## src/rtl/conv_seq_pkg.sv

```systemverilog
package conv_seq_pkg;
   // clamp a requested channel count into the range 1..max_ch
   function automatic int unsigned clamp_count(input int unsigned req, input int unsigned max_ch);
      if (req == 0) return 1;
      if (req > max_ch) return max_ch;
      return req;
   endfunction
endpackage

```

## src/rtl/conv_tick_timer.sv

```systemverilog
module conv_tick_timer #(
   parameter int CYC_PER_CONV = 16,
   parameter int XFER_CYC     = 14,
   localparam int CNT_W       = $clog2(CYC_PER_CONV)
) (
   input  logic             clk,
   input  logic             rst_n,
   input  logic             run,
   input  logic             clr,
   input  logic             conv_en,
   output logic             xfer_evt,
   output logic             end_evt,
   output logic [CNT_W-1:0] tick_q
);
   localparam logic [CNT_W-1:0] XFER_AT = CNT_W'(XFER_CYC - 1);
   localparam logic [CNT_W-1:0] LAST_AT = CNT_W'(CYC_PER_CONV - 1);

   assign xfer_evt = run && conv_en && (tick_q == XFER_AT);
   assign end_evt  = run && conv_en && (tick_q == LAST_AT);

   always_ff @(posedge clk or negedge rst_n) begin
      if (!rst_n)
         tick_q <= '0;
      else if (clr || end_evt)
         tick_q <= '0;
      else if (run && conv_en)
         tick_q <= tick_q + 1'b1;
   end


   tick_hold_chk: assert property (@(posedge clk) disable iff (!rst_n)
      (run && !conv_en && !clr) |=> $stable(tick_q));
endmodule

```

## src/rtl/conv_chan_track.sv

```systemverilog
module conv_chan_track #(
   parameter int MAX_CH = 4,
   localparam int CH_W  = (MAX_CH > 1) ? $clog2(MAX_CH) : 1
) (
   input  logic            clk,
   input  logic            rst_n,
   input  logic            start_ok,
   input  logic [CH_W-1:0] last_ch,
   input  logic            end_evt,
   output logic            busy,
   output logic [CH_W-1:0] chan_idx
);
   logic [CH_W-1:0] last_q;
   logic            at_last;

   generate
      if (MAX_CH == 1) begin : g_single
         assign at_last  = 1'b1;
         assign chan_idx = '0;
         always_ff @(posedge clk or negedge rst_n)
            if (!rst_n) last_q <= '0;
            else        last_q <= '0;
      end else begin : g_multi
         logic [CH_W-1:0] idx_q;
         assign at_last  = (idx_q == last_q);
         assign chan_idx = idx_q;
         always_ff @(posedge clk or negedge rst_n) begin
            if (!rst_n) begin
               idx_q  <= '0;
               last_q <= '0;
            end else if (start_ok) begin
               idx_q  <= '0;
               last_q <= last_ch;
            end else if (end_evt) begin
               idx_q <= at_last ? '0 : idx_q + 1'b1;
            end
         end
      end
   endgenerate

   always_ff @(posedge clk or negedge rst_n) begin
      if (!rst_n)                busy <= 1'b0;
      else if (start_ok)         busy <= 1'b1;
      else if (end_evt && at_last) busy <= 1'b0;
   end


   idle_index_chk: assert property (@(posedge clk) disable iff (!rst_n)
      !busy |-> (chan_idx == '0));

   busy_retrigger_chk: assert property (@(posedge clk) disable iff (!rst_n)
      (busy && !end_evt) |=> (busy && $stable(chan_idx)));
endmodule

```

## src/rtl/conv_flag_unit.sv

```systemverilog
module conv_flag_unit (
   input  logic clk,
   input  logic rst_n,
   input  logic conv_en,
   input  logic xfer_evt,
   input  logic on_first,
   input  logic on_second,
   output logic eoc_n,
   output logic xfer_stb,
   output logic ptr_rst,
   output logic first_data
);
   always_ff @(posedge clk or negedge rst_n) begin
      if (!rst_n) begin
         eoc_n      <= 1'b1;
         xfer_stb   <= 1'b0;
         ptr_rst    <= 1'b0;
         first_data <= 1'b0;
      end else begin
         xfer_stb <= xfer_evt;
         ptr_rst  <= xfer_evt && on_first;
         if (xfer_evt)    eoc_n <= 1'b0;
         else if (conv_en) eoc_n <= 1'b1;
         if (xfer_evt && on_first)       first_data <= 1'b1;
         else if (xfer_evt && on_second) first_data <= 1'b0;
      end
   end


   xfer_single_chk: assert property (@(posedge clk) disable iff (!rst_n)
      xfer_stb |=> !xfer_stb);

   eoc_with_xfer_chk: assert property (@(posedge clk) disable iff (!rst_n)
      $fell(eoc_n) |-> xfer_stb);

   ptr_only_xfer_chk: assert property (@(posedge clk) disable iff (!rst_n)
      ptr_rst |-> xfer_stb);

   first_set_chk: assert property (@(posedge clk) disable iff (!rst_n)
      $rose(first_data) |-> ptr_rst);
endmodule

```

## src/rtl/conv_seq.sv

```systemverilog
module conv_seq #(
   parameter int CYC_PER_CONV = 16,
   parameter int XFER_CYC     = 14,
   parameter int MAX_CH       = 4,
   localparam int CH_W        = (MAX_CH > 1) ? $clog2(MAX_CH) : 1,
   localparam int NUM_W       = $clog2(MAX_CH + 1),
   localparam int CNT_W       = $clog2(CYC_PER_CONV)
) (
   input  logic             clk,
   input  logic             rst_n,
   input  logic             conv_en,
   input  logic             start,
   input  logic [NUM_W-1:0] chan_num,
   output logic             busy,
   output logic             eoc_n,
   output logic [CH_W-1:0]  chan_idx,
   output logic             xfer_stb,
   output logic             ptr_rst,
   output logic             first_data
);
   import conv_seq_pkg::*;

   generate
      if (CYC_PER_CONV < 2) begin : g_bad_len
         $error("CYC_PER_CONV must be at least 2");
      end
      if (XFER_CYC < 1 || XFER_CYC >= CYC_PER_CONV) begin : g_bad_xfer
         $error("XFER_CYC must lie inside the conversion");
      end
      if (MAX_CH < 1) begin : g_bad_ch
         $error("MAX_CH must be at least 1");
      end
   endgenerate

   logic             start_ok, xfer_evt, end_evt;
   logic [CH_W-1:0]  last_ch;
   logic [CNT_W-1:0] tick_q;

   assign start_ok = start && !busy;
   assign last_ch  = CH_W'(clamp_count(int'(chan_num), MAX_CH) - 1);

   conv_tick_timer #(.CYC_PER_CONV(CYC_PER_CONV), .XFER_CYC(XFER_CYC)) u_timer (
      .clk(clk), .rst_n(rst_n), .run(busy), .clr(start_ok), .conv_en(conv_en),
      .xfer_evt(xfer_evt), .end_evt(end_evt), .tick_q(tick_q));

   conv_chan_track #(.MAX_CH(MAX_CH)) u_chan (
      .clk(clk), .rst_n(rst_n), .start_ok(start_ok), .last_ch(last_ch),
      .end_evt(end_evt), .busy(busy), .chan_idx(chan_idx));

   conv_flag_unit u_flag (
      .clk(clk), .rst_n(rst_n), .conv_en(conv_en), .xfer_evt(xfer_evt),
      .on_first(chan_idx == CH_W'(0)),
      .on_second((MAX_CH > 1) && (chan_idx == CH_W'(1))),
      .eoc_n(eoc_n), .xfer_stb(xfer_stb), .ptr_rst(ptr_rst), .first_data(first_data));


   start_rise_chk: assert property (@(posedge clk) disable iff (!rst_n)
      start_ok |=> (busy && chan_idx == '0));

   idle_no_strobe_chk: assert property (@(posedge clk) disable iff (!rst_n)
      !busy |=> !xfer_stb);
endmodule

```

## config.mk

```make
export PLATFORM = sky130hd
export DESIGN_NAME = conv_seq
export DESIGN_NICKNAME = d
export VERILOG_FILES = /design/src/rtl/conv_seq_pkg.sv /design/src/rtl/conv_tick_timer.sv /design/src/rtl/conv_chan_track.sv /design/src/rtl/conv_flag_unit.sv /design/src/rtl/conv_seq.sv
export SDC_FILE = /design/constraint.sdc
export NUM_CORES = 1
export LEC_CHECK = 0
export BUFFER_PORTS_ARGS = -buffer_cell sky130_fd_sc_hd__buf_2
export CAP_MARGIN = 20
export CELL_PAD_IN_SITES_DETAIL_PLACEMENT = 1
export CELL_PAD_IN_SITES_GLOBAL_PLACEMENT = 1
export CORE_MARGIN = 2
export CORE_UTILIZATION = 34
export CTS_CLUSTER_SIZE = 14
export DETAILED_ROUTE_END_ITERATION = 12
export GPL_TIMING_DRIVEN = 0
export PLACE_DENSITY = 0.79
export SYNTH_ARGS = -nofsm -noshare
export SYNTH_HDL_FRONTEND = slang
export SYNTH_HIERARCHICAL = 1
export SYNTH_SLANG_ARGS = --single-unit
```

## constraint.sdc

```tcl
create_clock -name clk -period 1.7 [get_ports clk]
set_clock_uncertainty 0.15 [all_clocks]
set_input_delay 0.17 -clock clk [delete_from_list [all_inputs] [get_ports clk]]
set_output_delay 0.17 -clock clk [all_outputs]
set_load 0.02 [all_outputs]
```

Yosys cells after proc, flatten, opt, wreduce, memory -nomap -nowiden. Cells that the tools add are included.

$add $sub $neg: 3. $lt $le $gt $ge: 1. Eq/ne operators: 4. Mux-type cells: 18. Reductions and logical operators: 16.

Operators by type and width (number): $mux W1 (11); $mux W2 (5); $reduce_bool A2 Y1 (5); $eq A4 B4 Y1 const B (2); $mux W4 (2); $logic_and A1 B1 Y1 (7); $add A4 B1 Y4 const B (1); $gt A3 B3 Y1 const B (1); $logic_not A3 Y1 (1); $add A2 B1 Y2 const B (1); $eq A2 B1 Y1 const B (1); $eq A2 B2 Y1 (1); $logic_not A2 Y1 (1); $sub A2 B1 Y2 const B (1); $logic_not A1 Y1 (1); $logic_or A1 B1 Y1 (1).

Register bits: 13. Input bits: 7. Output and inout bits: 7. Logic and storage cells: 50.

Logic depth before layout (Yosys ltp). Gate-level depths: netlist of the first run.

Word-level depth: 6. Gate-level depth with buffers: 6. Gate-level depth less buffers: 6.

Hierarchy. The synthesis of the first run kept the hierarchy.

By module, submodules not included: conv_chan_track (times used 1, cells each 20, area an instance 232.7 um^2, seq. area each 125.1 um^2); conv_tick_timer (times used 1, cells each 27, area an instance 230.2 um^2, seq. area each 100.1 um^2); conv_flag_unit (times used 1, cells each 9, area an instance 128.9 um^2, seq. area each 101.3 um^2); conv_seq (times used 1, cells each 6, area an instance 36.3 um^2, seq. area each 0.0 um^2).

Worst setup path before layout of the first run. OpenSTA, ideal clock, no wires.

Path type: register -> register. Start point: register u_timer.tick_q[0]. End point: register u_chan.g_multi.idx_q[1], in the netlist u_chan/chan_idx[1]. Setup time: 0.104 ns. Arrival time: 1.497 ns. Required time: 1.446 ns. Path slack: -0.051 ns. Cell stages (with the launch flop): 7. Buffers on the path: 0. Clock period less this slack: 1.751 ns. Cell sequence: dfrtp_1 -> ha_1 -> and3_1 -> nor2b_1 -> nand2b_1 -> a21boi_0 -> a221oi_1.

Word-level cells in the longest chain between the ends: 3.

RTL lines: start: declaration (line conv_tick_timer.sv:13) `output logic [CNT_W-1:0] tick_q`; start signal: assignment (line conv_tick_timer.sv:27) `tick_q <= tick_q + 1'b1;`; $eq A4 B4 Y1 (line conv_tick_timer.sv:19) `assign end_evt = run && conv_en && (tick_q == LAST_AT);`; $logic_and A1 B1 Y1 (line conv_tick_timer.sv:19); named net end_evt (line conv_seq.sv:35) `logic start_ok, xfer_evt, end_evt;`; $reduce_bool A2 Y1 (no source line); end signal: assignment (line conv_chan_track.sv:35) `idx_q <= at_last ? '0 : idx_q + 1'b1;`; end: declaration (line conv_chan_track.sv:24) `logic [CH_W-1:0] idx_q;`.

The timed path passes the listed nets, and every way through them passes these cells. A chain may end at the register's enable or synchronous reset.

Worst setup path after layout of the first run.
Start point: register u_timer.tick_q[0]. End point: register u_timer.tick_q[1].

Word-level cells in the longest chain between the ends: 4. Elaborated cells on any way between the ends: 7. Those cells by class: add/sub (1); eq/ne (1); mux (2); reduce/logical (3).

RTL lines: branches (longest 4 deep; another with $add A4 B1 Y4).

Several ways; the timed one is not identified. The select of a mux whose other input is x is not followed.

==> results.sh, run 1 <==
export IMPL_seq_power_share_pct=42.4
export IMPL_ys_flop_type="dfrtp_1"
export IMPL_power_density_nw_per_um2=1483
export IMPL_startpoint_type="flip-flop"
export IMPL_n_antenna_cell=0
export IMPL_dr_first_iter_drc_count=5
export IMPL_path_common_cell="buf_4"
export IMPL_hold_violations=0
export IMPL_cts_num_sinks=13
export IMPL_avgSynthCellArea_um2=10.13
export IMPL_p_int_mw=0.7572
export IMPL_nets=96
export IMPL_synthAdderAreaFrac_pct=3.984
export IMPL_hp_class="input pin to flip-flop"
export IMPL_slew_headroom_pct=65.75
export IMPL_row_count=15
export IMPL_synth_top_family_by_area="simple AND/OR/NAND/NOR gates"
export IMPL_viasPerCell=4.730
export IMPL_cpMaxStageDelayCell="dfrtp_1"
export IMPL_worst_pin_slew_ns=0.5115
export IMPL_fin_crit_ns=1.668
export IMPL_async_flop_share_pct=100.0
export IMPL_slowest_delay_ns=0.39
export IMPL_place_congestion=0.7527
export IMPL_cts_root_buf="clkbuf_4"
export IMPL_tritoncts="built"
export IMPL_regArea_um2=326.6
export IMPL_min_period_over_period_pct=98.13
export IMPL_ir_drop_mv=0.6887
export IMPL_cp_required_ns=1.75
export IMPL_p_switching_mw=0.4952
export IMPL_num_vias=525
export IMPL_ys_warn_count=6
export IMPL_first_pass_iters=4
export IMPL_area_growth_syn_to_layout_pct=34.46
export IMPL_p_leak_nw=0.3941
export IMPL_crit_family="flip-flops"
export IMPL_synth_cell_types=24
export IMPL_maxSlewViolCount=0
export IMPL_grt_pass1_vias=491
export IMPL_post_drt_wl_per_cell_um=13.22
export IMPL_status="finished, final reports clean"
export IMPL_clk_latency_ns=0.27
export IMPL_die_w_um=46.98
export IMPL_die_h_um=46.98
export IMPL_h_tree_depth=1
export IMPL_fill_cells=215
export IMPL_num_io_pins=14
export IMPL_synthMuxAreaShare_pct=3.586
export IMPL_synth_edff_count=0
export IMPL_end_kind="flip-flop"
export IMPL_ys_seq_elements=13
export IMPL_wirelength_um=1467
export IMPL_global_route_usage_total_pct=14.14
export IMPL_ant_nets=0
export IMPL_p_sw_share_pct=39.54
export IMPL_timing_hold_ws_ns=0.01902
export IMPL_placedCellCount=100
export IMPL_start_util_pct=36.38
export IMPL_clk_path_buf_depth=2
export IMPL_fmax_mhz=599.4
export IMPL_fin_cells=111
export IMPL_synthSimpleGateAreaFrac_pct=19.92
export IMPL_crit_arrival_ns=1.72
export IMPL_layout_drive_gt1_share_pct=40.70
export IMPL_worst_setup_path_type="flip-flop to flip-flop"
export IMPL_synth_area_um2=628.1
export IMPL_multiInputGateArea_um2=325.3
export IMPL_hpwl_um=946
export IMPL_clock_power_share_pct=15.0
export IMPL_grt_pass1_wl_um=2159
export IMPL_drc=0
export IMPL_synth_compound_area_share_pct=13.94
export IMPL_grt_max_degree=14
export IMPL_overflow=0
export IMPL_pwr_share_comb_pct=42.6
export IMPL_ys_seq_area_share_pct=51.99
export IMPL_synth_fp_nets=71
export IMPL_crit_path_max_fanout=5
export IMPL_crit_buf_inv=2
export IMPL_maxCapViolCount=0
export IMPL_synth_xor_area_share_pct=4.183
export IMPL_numCtsBuffers=3
export IMPL_syn_inst=62
export IMPL_setup_viol=0
export IMPL_path_cells="buf_4 > buf_4 > ha_1 > or3_1 > a21oi_2"
export IMPL_rsz0062_at_grt="yes"
export IMPL_coreArea_um2=1727
export IMPL_path_clk_slew_ns=0.08
export IMPL_die_area_um2=2207
export IMPL_postLayoutCoreUtil_pct=48.91
export IMPL_antenna_found_initial=0
export IMPL_io_buffers=13
==> sequential cells by signal (all words and copies together), names as in the netlist <==
| register | cells |
|---|---|
| u_flag/first_data | 1 |
| u_flag/xfer_stb | 1 |
| u_chan/busy | 1 |
| u_timer/tick_q | 4 |
| u_flag/eoc_n | 1 |
| u_chan/last_q | 2 |
| u_chan/chan_idx | 2 |
| u_flag/ptr_rst | 1 |
==> path summary, 6_finish.rpt <==
path | startpoint | slack [ns] | depth (start not counted) | to
max in group asynchronous | rst_n | 0.96 | 2 | u_flag/eoc_n
min in group asynchronous | rst_n | 0.16 | 2 | u_timer/tick_q[1]
worst min-delay path | conv_en | 0.02 | 3 | u_flag/eoc_n
worst max-delay path | u_timer/tick_q[0] | 0.03 | 5 | u_timer/tick_q[1]
worst min register to register | u_flag/eoc_n | 0.34 | 2 | u_flag/eoc_n
worst max register to register | u_timer/tick_q[0] | 0.03 | 5 | u_timer/tick_q[1]
==> power groups by stage <==
stage,clock [mW],sequential [mW],combinational [mW]
3_5_place_dp,0,0.542,0.395
3_3_place_gp,0,0.536,0.373
2_1_floorplan,0,0.561,0.243
6_report,0.187,0.531,0.534
5_1_grt,0.207,0.547,0.586
4_1_cts,0.195,0.522,0.464
==> metal layers <==
layer	up-vias	GRT usage [%]	routed length, um
met1	254	18.76	660
met5	-	0	0
met3	0	2.308	52
met2	10	22.47	754
met4	0	6.667	0
li1	261	-	-
==> synth_stat cells (all sizes together), types with 2 or more instances <==
library cell  count  share of area (%)
xor2              3                4.2
nand2             6                3.6
inv               4                2.4
nor2              7                4.2
or3               3                3.0
nand3             2                1.6
dfrtp            12                 48
a21oi             4                3.2
a21o              3                3.8
ha                2                4.0
nor2b             3                3.0
mux2              2                3.6
==> cell type report <==
type	instances	share of cell area [%]
repair buffers	20	14.22
flip-flops and latches	13	38.67
multi-input cells	45	38.52
well taps	25	3.704
clock buffers	4	3.111
inverters	4	1.778
==> cells in the final DEF (no fill, tap or decap), drive strengths merged <==
cell type	instances
a31oi	1
dlygate4sd3	1
clkbuf	4
mux2	2
dfrtp	12
nand2b	1
a21oi	4
a21o	3
nand3b	1
buf	19
nor2	7
o31ai	1
nand3	2
and2	1
o2111ai	1
dfstp	1
inv	4
a21boi	1
nand2	6
xor2	3
or3	3
a221oi	1
and3	1
ha	2
nor2b	3
o21ai	1
==> through the flow <==
step | power, mW | TNS [ns] | setup slack (ns) | instance area, um2
after global placement | 0.9097 | -0.1741 | -0.1741 | 726.9
after global routing | 1.341 | -0.01961 | -0.01479 | 844.6
final | 1.252 | 0 | 0.03175 | 844.6
after detailed placement | 0.9375 | -0.3310 | -0.2613 | 726.9
after CTS | 1.180 | -0.03714 | -0.03714 | 793.3
after floorplan | 0.8047 | 0 | 0.002473 | 630.6
==> timing repair <==
item,CTS,global route
hold buffers,1,0
gates resized for setup,4,5
endpoints found under the hold margin,13,0
pin swaps,1,3
endpoints found under the setup margin,4,1
setup buffers,2,4
==> cell families (layout without fill, tap and decap cells) <==
group / after synthesis / count (layout)
AOI/OAI and AO/OA: 13 / 13
xor gates and xnor gates: 3 / 3
adders and majority gates: 2 / 2
buffers and inverters: 4 / 28
DFF: 13 / 13
muxes: 2 / 2
and+or+nand+nor: 25 / 25
==> tightest hold or removal path: cells and delay by family <==
| family | cells | cell delay (ns) |
|---|---|---|
| and+or+nand+nor | 2 | 0.15 |
| buffers and inverters | 1 | 0.12 |
No activity file was read; power rests on OpenSTA's default activity.
==> run 2, diff against run 1 <==
REMOVE_ABC_BUFFERS = 1   (was default)
==> run 2 against run 1 <==
The flow now finishes with violations (setup timing); fmax down 2.3%; register-to-register slack lost 0.04 ns; clock power hardly changed; design area shrank 0.89%; via count grew 4.0%; critical endpoint is now u_chan/chan_idx[1]; largest power group is now sequential cells.
==> results.sh, run 2 (synthesis results as in run 1) <==
export IMPL_status="finished with violations"
export IMPL_failed_checks="setup timing"
export IMPL_worstSetupEndpoint="u_chan/chan_idx[1]"
export IMPL_cts_root_buf="clkbuf_4"
export IMPL_placedCellCount=100
export IMPL_path_cells="ha_2 > and3_4 > nor2b_4 > nand2b_4 > a21boi_1 > a221oi_1"
export IMPL_die_w_um=46.98
export IMPL_startpoint_type="flip-flop"
export IMPL_drc=0
export IMPL_layout_commonest_cell="buf_2"
export IMPL_io_buffers=13
export IMPL_tritoncts="built"
export IMPL_row_count=15
export IMPL_cts_num_sinks=13
export IMPL_nets=96
export IMPL_layout_drive_gt1_share_pct=39.53
export IMPL_rsz0062_at_grt="yes"
export IMPL_pre_cts_slack_ns=-0.2304
export IMPL_timing_hold_ws_ns=0.03637
export IMPL_setup_viol=1
export IMPL_final_cell_mix="buf_2 (13), dfrtp_1 (12), nor2_1 (6), buf_4 (6), nand2_1 (6)"
export IMPL_reg2reg_depth=6
export IMPL_clk_path_buf_depth=2
export IMPL_viasPerCell=4.919
export IMPL_dr_first_iter_drc_count=2
export IMPL_n_antenna_cell=0
export IMPL_global_route_usage_total_pct=14.45
export IMPL_hpwl_um=1032
export IMPL_hp_start="conv_en"
export IMPL_cp_required_ns=1.72
export IMPL_start_util_pct=36.38
export IMPL_grt_pass1_vias=514
export IMPL_placed_cell_area_um2=724.4
export IMPL_grt_pass1_wl_um=2159
export IMPL_maxCapViolCount=0
export IMPL_place_congestion=0.7559
export IMPL_post_drt_wl_per_cell_um=13.10
export IMPL_ant_nets=0
export IMPL_area_growth_syn_to_layout_pct=33.27
export IMPL_hold_violations=0
export IMPL_regToRegStartpoint="u_timer/tick_q[1]"
export IMPL_die_area_um2=2207
export IMPL_hp_class="input pin to flip-flop"
export IMPL_slowest_delay_ns=0.39
export IMPL_end_kind="flip-flop"
export IMPL_fill_cells=220
export IMPL_h_tree_depth=1
export IMPL_crit_arrival_ns=1.73
export IMPL_antenna_found_initial=0
export IMPL_num_io_pins=14
export IMPL_num_vias=546
export IMPL_top_register="u_timer/tick_q"
export IMPL_min_period_over_period_pct=100.5
export IMPL_wirelength_um=1454
export IMPL_critPathLaunch="u_timer/tick_q[1]"
export IMPL_path_clk_slew_ns=0.08
export IMPL_coreArea_um2=1727
export IMPL_p_leak_nw=0.3907
export IMPL_ir_drop_mv=0.7077
export IMPL_crit_path_max_fanout=4
export IMPL_fin_cells=111
export IMPL_die_h_um=46.98
export IMPL_rrSetupSlack_ns=-0.008
export IMPL_fin_crit_ns=1.708
export IMPL_fmax_mhz=585.5
export IMPL_slew_headroom_pct=69.57
export IMPL_clk_latency_ns=0.27
export IMPL_grt_max_degree=14
export IMPL_overflow=0
export IMPL_setup_ws_ns=-0.007883
export IMPL_worst_setup_path_type="flip-flop to flip-flop"
export IMPL_setup_tns_ns=-0.007883
export IMPL_r2r_end="u_chan/chan_idx[1]"
export IMPL_maxSlewViolCount=0
export IMPL_first_pass_iters=4
export IMPL_numCtsBuffers=3
export IMPL_power_density_nw_per_um2=1474
export IMPL_worst_pin_slew_ns=0.4544
export IMPL_largest_reg_flops=4
export IMPL_cpMaxStageDelayCell="dfrtp_1"
export IMPL_postLayoutCellArea_um2=837.1
## run 2: metrics by stage
step / power [mW] / util [%]
2_1_floorplan: 0.8031 / -
3_3_place_gp: 0.9072 / 41.96
3_5_place_dp: 0.9454 / 41.96
4_1_cts: 1.188 / 45.94
5_1_grt: 1.321 / 48.48
6_report: 1.234 / 48.48
## run 2: cell type report
type | instances | area (um2) | share of cell area [%]
clock buffer | 4 | 26.28 | 3.139
inverter | 4 | 15.01 | 1.794
multi-input combinational | 45 | 317.8 | 37.97
sequential | 13 | 326.6 | 39.01
tap | 25 | 31.28 | 3.737
timing repair buffer | 20 | 120.1 | 14.35
## run 2: worst max-delay path: cells and delay by family (launching register included)
kind                       cells  cell delay, ns
DFF                            1            0.39
adders and majority gates      1            0.20
and+or+nand+nor                3            0.47
AOI/OAI and AO/OA              2            0.40
## run 2: worst min path at each step
stage | to | slack, ns | cells after the start
2_1_floorplan | u_chan/busy | -0.28 | 0
3_3_place_gp | u_timer/tick_q[1] | -0.08 | 1
3_5_place_dp | u_timer/tick_q[1] | -0.08 | 1
4_1_cts | u_flag/eoc_n | 0.03 | 3
5_1_grt | u_flag/eoc_n | 0.06 | 3
6_report | u_flag/eoc_n | 0.04 | 3
## run 2: report_power, final
group | total (mW) | switching, mW | internal (mW)
clock | 0.190 | 0.0992 | 0.0910
sequential | 0.530 | 0.113 | 0.416
combinational | 0.514 | 0.268 | 0.245
total | 1.23 | 0.481 | 0.753
## run 2: per-layer routing
layer	vias to the layer above	track usage [%]	part of all wire, %
met1	268	16.63	41
met2	16	24.11	54
met4	0	5.556	1.4
met5	-	0	0
met3	4	5.769	4.0
li1	258	-	-
## run 2: repair_timing
action | CTS | global route
hold buffers | 1 | 0
setup buffers | 2 | 4
pin swaps | 1 | 2
endpoints found under the hold margin | 13 | 0
setup endpoints to repair | 4 | 1
gates resized for setup | 5 | 4
